==> config.mk <==
export PLATFORM = sky130hd
export DESIGN_NAME = evc_combiner
export DESIGN_NICKNAME = d
export VERILOG_FILES = /design/src/rtl/evc_pkg.sv /design/src/rtl/evc_group.sv /design/src/rtl/evc_regif.sv /design/src/rtl/evc_combiner.sv
export SDC_FILE = /design/constraint.sdc
export NUM_CORES = 1
export LEC_CHECK = 0
export ABC_AREA = 0
export BUFFER_PORTS_ARGS = -buffer_cell sky130_fd_sc_hd__buf_2
export CAP_MARGIN = 20
export CORE_ASPECT_RATIO = 0.75
export CORE_UTILIZATION = 55
export CTS_CLUSTER_DIAMETER = 120
export DETAILED_ROUTE_END_ITERATION = 12
export PLACE_DENSITY_LB_ADDON = 0.08
export SKIP_CTS_REPAIR_TIMING = 1
export SLEW_MARGIN = 20
export SYNTH_ARGS = -nofsm -noshare
export SYNTH_HDL_FRONTEND = slang
export SYNTH_SLANG_ARGS = --single-unit
==> constraint.sdc <==
create_clock -name clk -period 2.3 [get_ports clk]
set_input_delay 0.23 -clock clk [delete_from_list [all_inputs] [get_ports clk]]
set_output_delay 0.23 -clock clk [all_outputs]
set_load 0.01 [all_outputs]
==> src/rtl/evc_pkg.sv <==
package evc_pkg;

    // Register selector within a group (low three address bits).
    typedef enum logic [2:0] {
        OFS_FLAG  = 3'd0,
        OFS_SET   = 3'd1,
        OFS_CLR   = 3'd2,
        OFS_MASK  = 3'd3,
        OFS_MFLAG = 3'd4,
        OFS_XMASK = 3'd5,
        OFS_XFLAG = 3'd6,
        OFS_RSVD  = 3'd7
    } reg_ofs_e;

    // Combined-line state per group.
    typedef enum logic {
        CMB_IDLE   = 1'b0,
        CMB_ASSERT = 1'b1
    } cmb_state_e;

    // Write strobes delivered to one group.
    typedef struct packed {
        logic set_we;
        logic clr_we;
        logic mask_we;
        logic xmask_we;
    } grp_wr_s;

endpackage

==> src/rtl/evc_group.sv <==
module evc_group
    import evc_pkg::*;
#(
    parameter int GROUP_W = 32
) (
    input  logic               clk,
    input  logic               rst_n,
    input  logic [GROUP_W-1:0] evt_in,
    input  grp_wr_s            wr,
    input  logic [GROUP_W-1:0] wdata,
    output logic [GROUP_W-1:0] flag_q,
    output logic [GROUP_W-1:0] mask_q,
    output logic [GROUP_W-1:0] xmask_q,
    output logic [GROUP_W-1:0] mflag,
    output logic [GROUP_W-1:0] xflag,
    output logic               comb_evt
);

    logic [GROUP_W-1:0] set_bits;
    logic [GROUP_W-1:0] clr_bits;
    logic [GROUP_W-1:0] raise_bits;
    cmb_state_e         state_q;
    cmb_state_e         state_d;
    logic               any_pending;

    assign set_bits   = wr.set_we ? wdata : '0;
    assign clr_bits   = wr.clr_we ? wdata : '0;
    assign raise_bits = set_bits | evt_in;

    // Flag array: the clear is applied first, so any raise in the same cycle wins.
    always_ff @(posedge clk or negedge rst_n) begin
        if (!rst_n) begin
            flag_q <= '0;
        end else begin
            flag_q <= (flag_q & ~clr_bits) | raise_bits;
        end
    end

    // Interrupt mask and exception mask: 1 blocks.
    always_ff @(posedge clk or negedge rst_n) begin
        if (!rst_n) begin
            mask_q  <= '1;
            xmask_q <= '1;
        end else begin
            if (wr.mask_we) begin
                mask_q <= wdata;
            end
            if (wr.xmask_we) begin
                xmask_q <= wdata;
            end
        end
    end

    assign mflag       = flag_q & ~mask_q;
    assign xflag       = flag_q & ~xmask_q;
    assign any_pending = |mflag;

    // Combined-line state register.
    always_ff @(posedge clk or negedge rst_n) begin
        if (!rst_n) begin
            state_q <= CMB_IDLE;
        end else begin
            state_q <= state_d;
        end
    end

    // Next-state and output logic.
    always_comb begin
        state_d = state_q;
        unique case (state_q)
            CMB_IDLE:   if (any_pending)  state_d = CMB_ASSERT;
            CMB_ASSERT: if (!any_pending) state_d = CMB_IDLE;
        endcase
    end

    always_comb begin
        comb_evt = (state_q == CMB_ASSERT);
    end

    // Assertions guarding the flag array and the combined line.
    assert_reset_state_R1: assert property (@(posedge clk)
        $rose(rst_n) |-> (flag_q == '0 && mask_q == '1 && xmask_q == '1 && !comb_evt));

    assert_raise_wins_R5: assert property (@(posedge clk) disable iff (!rst_n)
        1'b1 |=> ((flag_q & $past(raise_bits)) == $past(raise_bits)));

    assert_clear_takes_R4: assert property (@(posedge clk) disable iff (!rst_n)
        1'b1 |=> ((flag_q & $past(clr_bits & ~raise_bits)) == '0));

    assert_flag_hold_R2: assert property (@(posedge clk) disable iff (!rst_n)
        1'b1 |=> (((flag_q ^ $past(flag_q)) & ~$past(clr_bits | raise_bits)) == '0));

    assert_comb_needs_pending_R6: assert property (@(posedge clk) disable iff (!rst_n)
        $rose(comb_evt) |-> $past(any_pending));

    assert_comb_drops_empty_R6: assert property (@(posedge clk) disable iff (!rst_n)
        $fell(comb_evt) |-> $past(mflag == '0));

endmodule

==> src/rtl/evc_regif.sv <==
module evc_regif
    import evc_pkg::*;
#(
    parameter int NUM_GROUPS = 4,
    parameter int GROUP_W    = 32,
    localparam int GSEL_W    = $clog2(NUM_GROUPS),
    localparam int ADDR_W    = GSEL_W + 3
) (
    input  logic                                  clk,
    input  logic                                  rst_n,
    input  logic                                  bus_wr,
    input  logic                                  bus_rd,
    input  logic [ADDR_W-1:0]                     bus_addr,
    input  logic [NUM_GROUPS-1:0][GROUP_W-1:0]    flag_q,
    input  logic [NUM_GROUPS-1:0][GROUP_W-1:0]    mask_q,
    input  logic [NUM_GROUPS-1:0][GROUP_W-1:0]    xmask_q,
    input  logic [NUM_GROUPS-1:0][GROUP_W-1:0]    mflag,
    input  logic [NUM_GROUPS-1:0][GROUP_W-1:0]    xflag,
    output grp_wr_s [NUM_GROUPS-1:0]              wr_strb,
    output logic [GROUP_W-1:0]                    bus_rdata
);

    localparam bit POW2 = (NUM_GROUPS == (1 << GSEL_W));

    logic [GSEL_W-1:0] grp_idx;
    reg_ofs_e          ofs;
    logic              grp_ok;
    logic [GROUP_W-1:0] rd_val;

    assign grp_idx = bus_addr[ADDR_W-1:3];
    assign ofs     = reg_ofs_e'(bus_addr[2:0]);

    generate
        if (POW2) begin : g_full
            assign grp_ok = 1'b1;
        end else begin : g_partial
            assign grp_ok = ({1'b0, grp_idx} < (GSEL_W + 1)'(NUM_GROUPS));
        end
    endgenerate

    // Write decode: one strobe per group and writable register.
    always_comb begin
        for (int g = 0; g < NUM_GROUPS; g++) begin
            wr_strb[g] = '0;
            if (bus_wr && grp_ok && grp_idx == GSEL_W'(g)) begin
                unique case (ofs)
                    OFS_SET:   wr_strb[g].set_we   = 1'b1;
                    OFS_CLR:   wr_strb[g].clr_we   = 1'b1;
                    OFS_MASK:  wr_strb[g].mask_we  = 1'b1;
                    OFS_XMASK: wr_strb[g].xmask_we = 1'b1;
                    default:   ;
                endcase
            end
        end
    end

    // Read select.
    always_comb begin
        rd_val = '0;
        if (grp_ok) begin
            unique case (ofs)
                OFS_FLAG:  rd_val = flag_q[grp_idx];
                OFS_MASK:  rd_val = mask_q[grp_idx];
                OFS_MFLAG: rd_val = mflag[grp_idx];
                OFS_XMASK: rd_val = xmask_q[grp_idx];
                OFS_XFLAG: rd_val = xflag[grp_idx];
                OFS_SET, OFS_CLR, OFS_RSVD: rd_val = '0;
            endcase
        end
    end

    always_ff @(posedge clk or negedge rst_n) begin
        if (!rst_n) begin
            bus_rdata <= '0;
        end else if (bus_rd) begin
            bus_rdata <= rd_val;
        end
    end

    assert_one_strobe_R9: assert property (@(posedge clk) disable iff (!rst_n)
        $onehot0(wr_strb));

    assert_no_strobe_idle_R9: assert property (@(posedge clk) disable iff (!rst_n)
        !bus_wr |-> (wr_strb == '0));

    assert_rdata_hold_R10: assert property (@(posedge clk) disable iff (!rst_n)
        !bus_rd |=> $stable(bus_rdata));

endmodule

==> src/rtl/evc_combiner.sv <==
module evc_combiner
    import evc_pkg::*;
#(
    parameter int NUM_GROUPS = 4,
    parameter int GROUP_W    = 32,
    localparam int NUM_EVT   = NUM_GROUPS * GROUP_W,
    localparam int ADDR_W    = $clog2(NUM_GROUPS) + 3
) (
    input  logic                  clk,
    input  logic                  rst_n,
    input  logic [NUM_EVT-1:0]    evt_in,
    input  logic                  bus_wr,
    input  logic                  bus_rd,
    input  logic [ADDR_W-1:0]     bus_addr,
    input  logic [GROUP_W-1:0]    bus_wdata,
    output logic [GROUP_W-1:0]    bus_rdata,
    output logic [NUM_GROUPS-1:0] comb_evt
);

    grp_wr_s [NUM_GROUPS-1:0]           wr_strb;
    logic [NUM_GROUPS-1:0][GROUP_W-1:0] flag_q;
    logic [NUM_GROUPS-1:0][GROUP_W-1:0] mask_q;
    logic [NUM_GROUPS-1:0][GROUP_W-1:0] xmask_q;
    logic [NUM_GROUPS-1:0][GROUP_W-1:0] mflag;
    logic [NUM_GROUPS-1:0][GROUP_W-1:0] xflag;

    evc_regif #(
        .NUM_GROUPS (NUM_GROUPS),
        .GROUP_W    (GROUP_W)
    ) u_regif (
        .clk       (clk),
        .rst_n     (rst_n),
        .bus_wr    (bus_wr),
        .bus_rd    (bus_rd),
        .bus_addr  (bus_addr),
        .flag_q    (flag_q),
        .mask_q    (mask_q),
        .xmask_q   (xmask_q),
        .mflag     (mflag),
        .xflag     (xflag),
        .wr_strb   (wr_strb),
        .bus_rdata (bus_rdata)
    );

    generate
        for (genvar g = 0; g < NUM_GROUPS; g++) begin : g_grp
            evc_group #(
                .GROUP_W (GROUP_W)
            ) u_group (
                .clk      (clk),
                .rst_n    (rst_n),
                .evt_in   (evt_in[g*GROUP_W +: GROUP_W]),
                .wr       (wr_strb[g]),
                .wdata    (bus_wdata),
                .flag_q   (flag_q[g]),
                .mask_q   (mask_q[g]),
                .xmask_q  (xmask_q[g]),
                .mflag    (mflag[g]),
                .xflag    (xflag[g]),
                .comb_evt (comb_evt[g])
            );
        end
    endgenerate

endmodule

== After elaboration in Yosys (flattened, before gate mapping) ==
Cells that the tools add are included.
Word-level totals
  word-level logic and storage cells: 102
  register bits: 420
  input bits: 169
Operators by class
  muxes and demuxes: 31
  equal/unequal tests: 10
  reduce and logical (&&, ||, !) cells: 11
  bitwise gates (word level): 32
  $lt $le $gt $ge: 1
Operators with widths (count)
  $mux 32: 13
  $and 32x32->32: 12
  $not 32->32: 12
  $bmux 32 s2: 5
  $or 32x32->32: 8
  $pmux 32 s6: 1
  $reduce_or 32->1: 4
  $mux 4: 4
  $eq 3x3->1 const B: 4
  $mux 1: 8
  $eq 3x2->1 const B: 2
  $eq 2x2->1 const B: 2
  $logic_and 1x1->1: 4
  $eq 3x1->1 const B: 1
  $logic_not 3->1: 1
  $lt 2x3->1 const B: 1
  $reduce_or 3->1: 1
  $eq 2x1->1 const B: 1
  $logic_not 2->1: 1

== Depth between registers and ports, before layout ==
Gate-level depths: netlist (run 1).
  depth in word-level cells: 7
  depth in mapped cells: 9
  gate-level depth less buffers: 4

== Cells and area by module ==
Synthesis (run 1) repeated with hierarchy kept, for this count alone.
Second synthesis, totals
  cells, all modules: 1840
  area, all modules: 23560.1 um^2
Modules (own cells, without submodules)
  evc_group: instances 4, area an instance 4324.1 um^2, cells an instance 314
  evc_regif: instances 1, area an instance 6263.5 um^2, cells an instance 584

== Least setup slack after synthesis (run 1) ==
Ideal clock, no wire load.
  path kind: input -> register
  start: input port bus_addr[3]
  end: register u_regif.bus_rdata[27]
  library setup time: 0.126 ns
  setup slack: 0.554 ns
  path buffers: 3
  required time: 2.174 ns
  arrival time: 1.620 ns
  stages: 7
  cells stage by stage: buf_4 > buf_6 > buf_2 > nand3b_1 > a21oi_1 > or4_1 > o32a_1
Between the ends
  cells in the longest elaborated chain, start to end: 3
Ends and longest elaborated chain
  start: declaration: line evc_combiner.sv:14  | input logic [ADDR_W-1:0] bus_addr,
  $bmux 32 s2, on equally long branches
  $mux 32, on equally long branches
  $pmux 32 s6 *: line evc_regif.sv:61  | unique case (ofs)
  end signal: assignment: line evc_regif.sv:76  | bus_rdata <= rd_val;
  end: declaration: line evc_regif.sv:20  | output logic [GROUP_W-1:0] bus_rdata
Mark *: on every way between the ends. The rest lies on a longest branch, timed or not. The select of a mux whose other input is x is not followed.
A chain may end at the register's enable or synchronous reset.

== Worst setup path after layout (run 1) ==
  start: register g_grp[1].u_group.mask_q[22]
  end: register g_grp[1].u_group.state_q
Between the ends
  cells in the longest elaborated chain, start to end: 4
Ends and longest elaborated chain
  start: declaration: line evc_group.sv:12  | output logic [GROUP_W-1:0] mask_q,
  start signal: assignment: line evc_group.sv:46  | mask_q <= wdata;
  $not 32->32: line evc_group.sv:54  | assign mflag = flag_q & ~mask_q;
  $and 32x32->32: line evc_group.sv:54
  $reduce_or 32->1: line evc_group.sv:56  | assign any_pending = |mflag;
  via g_grp[1].u_group.any_pending: line evc_group.sv:24  | logic any_pending;
  $mux 1: line evc_group.sv:71, evc_group.sv:72
  end signal: assignment: line evc_group.sv:63  | state_q <= state_d;
  end: declaration: line evc_group.sv:22  | cmb_state_e state_q;
The timed path passes the listed nets, and every way through them passes these cells.

==> results.md, run 1 <==
- Status: completed
- Post-synthesis mux area share: 0.2047
- R2r setup slk: ~0.50 ps
- Buffers on Ports: 204
- FILL cells: between 3000 and 4000
- Tmin final: 2299 ps
- TritonCTS buffer count: 45
- Compound-cell area share of the yosys netlist: 0.1414
- Synth area leaders: dfstp_2 (29%), dfrtp_1 (17%), mux2i_1 (8.2%), mux2_2 (6.6%), mux2_1 (5.6%)
- Max-slew headroom: 0.4568
- Syn Std Cell Area: approximately 24000 sq um
- CTS tree: done
- Mean Syn Cell Area: approximately 11 sq um
- Clock Skews: about 15 ps
- CTS Buffer Depth: 3
- Worst r2r src: g_grp[1].u_group.mask_q[22]
- Initial antenna violation count: 3
- Final Wtd Congestion: around 0.97
- Sequential Power Share: 0.472
- Most used DFF post-synth: dfstp_2
- Max Freq: between 400 and 500 MHz
- Clock power share: 0.353
- Static Leakage: 12.11 nW
- Initial DRC Count: 2299
- Die area: 43710 sq um
- EDFF count, synth: 0
- Max Cap Viol: 0
- Share of flip-flops with an asynchronous set or reset: 1.000
- Nets: approximately 2600
- Post-Place Worst Slack: -78.45 ps
- Die height: 181.3 microns
- Synthesized flop and latch total: 420
- Vias in the first global route: 19040
- Fraction of layout cells with a size suffix above 1: 0.3567
- Clk Latency, worst-skew pair: 570 ps
- CP endpoint kind: flop
- Int Power: 0.01542 W
- Cells after synthesis: approximately 2100
- CP required: 2750 ps
- Area post-placement: between 20000 and 30000 sq um
- Post-synth top area cell: dfstp_2
- Final instance area: 28750 sq um
- Hold slack: 40.49 ps
- WL/cell: 29.02 microns
- # DRC: 0
- Switching Power: 0.005858 W
- Sw Ratio: 0.2754
- Area Growth Syn to Fin: 21.94%
- DIE WIDTH: 241.1 microns
- Largest net degree at the start of global routing: 87
- Pwr Density: 739.9 nW/um^2
- Std-Cell Rows: 65
- Seq/Total Area, Yosys: 0.4594
- Main combinational cell family by area after synthesis: multiplexers
- Pin slew with the least headroom to its limit: 812.7 ps
- Pins over their slew limit: 0
- Worst hold endpoint: g_grp[1].u_group.mask_q[29]
- Reg2reg path depth: 6
- GR Overflow Total: 0
- Sink Count: 420
- Root Driver: clkbuf_16
- Clock-pin slew on the worst setup and hold paths: about 60 ps
- Hold crit path type: in2reg
- Synth Area in XOR/XNOR: 0
- Worst Path Arrival: 2750 ps
- First-pass GRT wire length: 128100 microns
- Worst ir drop on vdd: 0.8324 mV
- Final WS setup: about 0.5 ps
- Final number of setup-violating endpoints: 0
- Hold depth: 3
- Yosys warns: 0
- Comb pwr share: 0.174
- DRT Wirelength: 88900 microns
- Startpoint types: flop
- H-tree depth: 2
- Post-synthesis simple-gate area fraction: 0.1459
- First-pass DRT Iterations: 5
- I/O pin total: 205
- Min-delay src: bus_wdata[29]
- Post-route clock period utilization: 0.9998
- Final hold vios: 0
- Via-per-instance ratio: 6.673
- Post-synthesis adder-cell area fraction: 0
- Total GRT Usage: 0.3991
- Total number of vias: between 20000 and 25000
- Reg2reg end: g_grp[1].u_group.comb_evt
- Hpwl dp: 59540 microns
- Area of the core: 42130 sq um
- Post-Synthesis Net Count: 2304
- Post-synthesis cell type count: 47
- Yosys top cell area share: 0.2853
- Initial core utilization: 0.5597
- Setup CP Type: reg2reg
- Number of nets still failing antenna checks after routing: 0
- RSZ-0062 raised after global routing: no
- Worst-path maximum fanout: 4
## how the worst max path moves through the flow
stage                                           start                        end  slack, ps  cells after the start
final                     g_grp[1].u_group.mask_q[22]  g_grp[1].u_group.comb_evt        0.5                      6
after global routing      g_grp[1].u_group.mask_q[22]  g_grp[1].u_group.comb_evt         30                      6
after CTS                 g_grp[1].u_group.mask_q[22]  g_grp[1].u_group.comb_evt        -80                      6
after detailed placement  g_grp[1].u_group.mask_q[22]  g_grp[1].u_group.comb_evt        -80                      6
after global placement    g_grp[1].u_group.mask_q[22]  g_grp[1].u_group.comb_evt        -40                      6
after floorplan                           bus_addr[3]      u_regif.bus_rdata[27]        550                      7
## placed cells by master, fill, tap and decap left out, drive strengths merged, types with 8 or more instances in the layout
cell type,instances
o22a,29
dlygate4sd3,129
nor4,41
o31a,8
dfstp,256
nand4,12
clkinv,9
clkbuf,68
a221o,128
inv,74
nor2b,12
mux2i,193
o21ai,64
or3b,98
nand3b,106
nand2,149
buf,325
o32a,30
a21oi,115
nand2b,45
mux2,255
nor2,59
or4,16
dfrtp,164
o22ai,68
## layout make-up
class | count | area, sq um | share of cell area
Antenna cell | 2 | 5.005 | 0.0001741
Clock buffer | 68 | 1343 | 0.04670
Clock inverter | 13 | 168.9 | 0.005875
Inverter | 74 | 277.8 | 0.009661
Multi-Input combinational cell | 1463 | 11720 | 0.4075
Sequential cell | 420 | 10830 | 0.3767
Tap cell | 569 | 711.9 | 0.02476
Timing Repair Buffer | 454 | 3697 | 0.1286
## cell usage after synthesis, types with 8 or more instances
cell type / number
or3b_1: 22
o21ai_0: 61
nor2b_1: 12
a221o_1: 128
mux2i_1: 193
o22ai_1: 68
nand2_1: 149
mux2_1: 117
dfrtp_1: 164
o32a_1: 30
nor4_1: 41
buf_2: 83
nand2b_1: 45
or4_1: 15
a21oi_1: 115
or3b_2: 76
o22a_1: 29
clkbuf_1: 69
o31a_1: 8
buf_4: 22
nand3b_1: 106
nand4_1: 12
dfstp_2: 256
inv_1: 74
nor2_1: 58
mux2_2: 138
## worst max-delay path, stage by stage, from the launching register on
cell and delay [ps]:
dfstp_2 550, nand2b_1 230, o2111ai_1 170, a2111oi_1 780, buf_4 220, nand4_1 100, buf_4 150
## kinds of logic (layout without fill, tap and decap cells)
family | count (synthesis) | count (layout)
mux | 449 | 449
compound gates | 454 | 454
simple gates | 560 | 560
flops | 420 | 420
buf+inv | 252 | 609
other cells | 0 | 2
## metal layers
metal	wire length [microns]	track usage
met5	7	0
met4	3670	0.1585
met3	10530	0.1085
met2	37340	0.5479
met1	37350	0.5912
## power by group through the flow
stage                     sequential (W)  combinational (W)  clock, W
after floorplan                  0.00968            0.00227         0
after global placement            0.0100            0.00339         0
after detailed placement          0.0101            0.00347         0
after CTS                        0.00999            0.00349   0.00758
after global routing              0.0102            0.00397   0.00789
final                             0.0100            0.00371   0.00751
## through the flow
step	instances	total power, W	TNS, ps	util
4_1_cts	2932	0.02105	-83.78	0.6516
3_3_place_gp	2851	0.01343	-40.41	0.6158
5_1_grt	3061	0.02202	0	0.6823
6_report	3063	0.02127	0	0.6824
3_5_place_dp	2851	0.01356	-78.45	0.6158
2_1_floorplan	2135	0.01195	0	-
## registers in the layout, indices dropped and copies added, names as in the netlist
signal,flops
g_grp.u_group.comb_evt,4
g_grp.u_group.flag_q,128
g_grp.u_group.mask_q,128
g_grp.u_group.xmask_q,128
u_regif.bus_rdata,32
Note: power is estimated with default switching activity, not from simulation.
==> inputs of run 2 (changes only) <==
--- a/config.mk
+++ b/config.mk
@@ -9,7 +9,7 @@
 export BUFFER_PORTS_ARGS = -buffer_cell sky130_fd_sc_hd__buf_2
 export CAP_MARGIN = 20
 export CORE_ASPECT_RATIO = 0.75
-export CORE_UTILIZATION = 55
+export CORE_UTILIZATION = 25
 export CTS_CLUSTER_DIAMETER = 120
 export DETAILED_ROUTE_END_ITERATION = 12
 export PLACE_DENSITY_LB_ADDON = 0.08
==> results.md, run 2 (synthesis gave the netlist of run 1 again) <==
- Status: complete, but fails checks
- Violated checks: negative hold slack
- Final number of setup-violating endpoints: 0
- Number of nets still failing antenna checks after routing: 0
- CP Cell Sequence: nand2b_1, o2111ai_1, a2111oi_0, buf_4, nand4_1
- Clock power share: 0.371
- Largest net degree at the start of global routing: 105
- First-pass GRT wire length: 152400 microns
- Total GRT Usage: 0.2219
- Startpoint types: flop
- Fraction of layout cells with a size suffix above 1: 0.3601
- Hpwl dp: 74850 microns
- RSZ-0062 raised after global routing: no
- Fin cells: 3744
- Initial antenna violation count: 2
- Worst setup endpoint: g_grp[1].u_group.comb_evt
- Tmin final: 2110 ps
- Leading cell type in the layout, fill and taps excluded: dfstp_2
- Critical path startpoint: g_grp[1].u_group.mask_q[22]
- FILL cells: ~9600
- CTS tree: done
- Sequential Power Share: 0.456
- Power consumption: 0.02210 W
- Initial core utilization: 0.2523
- Clock-pin slew on the worst setup and hold paths: 60 ps
- Max Freq: 473.9 MHz
- I/O pin total: 205
- First-pass DRT Iterations: 5
- Max-slew headroom: 0.4939
- Via-per-instance ratio: 5.299
- # DRC: 0
- Switching Power: 0.006411 W
- Area of the core: 93450 sq um
- DRT Wirelength: between 100000 and 150000 microns
- Post-route clock period utilization: 0.9175
- Int Power: 0.01569 W
- Std-Cell Rows: 97
- Clock Skews: 22.30 ps
- Setup CP Type: reg2reg
- Pins over their slew limit: 0
- Comb pwr share: 0.173
- CP required: roughly 2800 ps
- Max stage delay on crit path: 600 ps
- Area Growth Syn to Fin: 26.47%
- CTS Buffer Depth: 3
- Total number of vias: 19840
- CP Buf/Inv Count: 1
- Worst ir drop on vdd: 0.5164 mV
- Reg2reg path depth: 5
- Initial DRC Count: 1737
- CP endpoint kind: flop
- Die area: 95560 sq um
- Static Leakage: 12.21 nW
- Worst Path Arrival: 2570 ps
- H-tree depth: 2
- Pin slew with the least headroom to its limit: 759.1 ps
- Sw Ratio: 0.2901
- Largest regs: g_grp.u_group.flag_q: 128 flops, g_grp.u_group.mask_q: 128 flops, g_grp.u_group.xmask_q: 128 flops
- Met2 Resource Use GR: 0.3212
- Most frequent cells in the layout: dfstp_2 (256), buf_2 (200), mux2i_1 (193)
- GR Overflow Total: 0
- Met1 GRT Util: 0.3392
- Final setup TNS: 0 ps
- Worst path top cell family by delay: compound AO/OA/AOI/OAI gates
- Gr busiest metal: met1
- Sink Count: 420
- Worst-path maximum fanout: 4
- R2r setup slk: between 150 and 200 ps
- WL/cell: 28.77 microns
- Hold slack: -14.76 ps
- GR Layer Usage met3: 0.03355
- DIE WIDTH: 356.6 microns
- Max Cap Viol: 0
- Hold crit path type: in2reg
- Vias in the first global route: 19620
- DP Cell Count: 3521
- Nets: 2634
- Buffers on Ports: 204
- Pwr Density: around 740 nW/um^2
- Worst path slowest cell: a2111oi_0
- Root Driver: clkbuf_16
- Final Wtd Congestion: 0.8422
- CP Depth: 5
- Clk Latency, worst-skew pair: 620 ps
- Worst r2r src: g_grp[1].u_group.mask_q[22]
- Final hold vios: 1
- Reg2reg end: g_grp[1].u_group.comb_evt
- Die height: between 200 and 300 microns
- TritonCTS buffer count: 49
==> run 2: changes by cell type in the layout (fill, tap and decap cells not counted), sizes merged <==
cell / change
clkbuf: +2
clkinvlp: +4
clkinv: +2
buf: +2
dlygate4sd3: +1
inv: +2
==> run 2: stage by stage <==
| stage | setup slack [ps] | utilization | area, sq um |
|---|---|---|---|
| 2_1_floorplan | 553.8 | - | 23580 |
| 3_3_place_gp | 201.9 | 0.2876 | 26870 |
| 3_5_place_dp | 191.1 | 0.2876 | 26870 |
| 4_1_cts | 173.1 | 0.3051 | 28510 |
| 5_1_grt | 109.1 | 0.3191 | 29820 |
| 6_report | 189.8 | 0.3191 | 29820 |
==> run 2: worst min path at each step <==
stage | start | to | cells after the start
2_1_floorplan | rst_n | g_grp[0].u_group.comb_evt | 0
3_3_place_gp | rst_n | g_grp[3].u_group.flag_q[19] | 1
3_5_place_dp | rst_n | g_grp[3].u_group.flag_q[20] | 1
4_1_cts | rst_n | g_grp[3].u_group.flag_q[19] | 1
5_1_grt | bus_wdata[26] | g_grp[2].u_group.mask_q[26] | 3
6_report | bus_wdata[26] | g_grp[2].u_group.mask_q[26] | 3
==> run 2: worst min-delay path: cells and delay by family <==
kind                   cells  cell delay, ps
AO/OA/AOI/OAI              1              70
buffers and inverters      1             190
AND/OR/NAND/NOR            1              80
==> run 2: routing by layer <==
layer  routed length [microns]  vias to the layer above
li1                          -                     8688
met1                     54120                    10350
met2                     44900                      673
met3                      6120                      131
met4                      2564                        0
met5                         0                        -
==> run 2: area by class of cell <==
class	count	area, sq um	share of cell area
Antenna cell	2	5.005	0.0001678
Clock buffer	70	1415	0.04746
Clock inverter	21	222.7	0.007469
Inverter	74	277.8	0.009315
Multi-Input combinational cell	1463	11720	0.3930
Sequential cell	420	10830	0.3632
Tap cell	1237	1548	0.05190
Timing Repair Buffer	457	3800	0.1274
==> run 2: power groups by stage <==
stage                     clock network, W  registers (W)  logic (W)
final                              0.00821         0.0101    0.00382
after global routing               0.00873         0.0102    0.00413
after CTS                          0.00849         0.0101    0.00367
after global placement                   0         0.0101    0.00361
after detailed placement                 0         0.0102    0.00365
after floorplan                          0        0.00968    0.00227
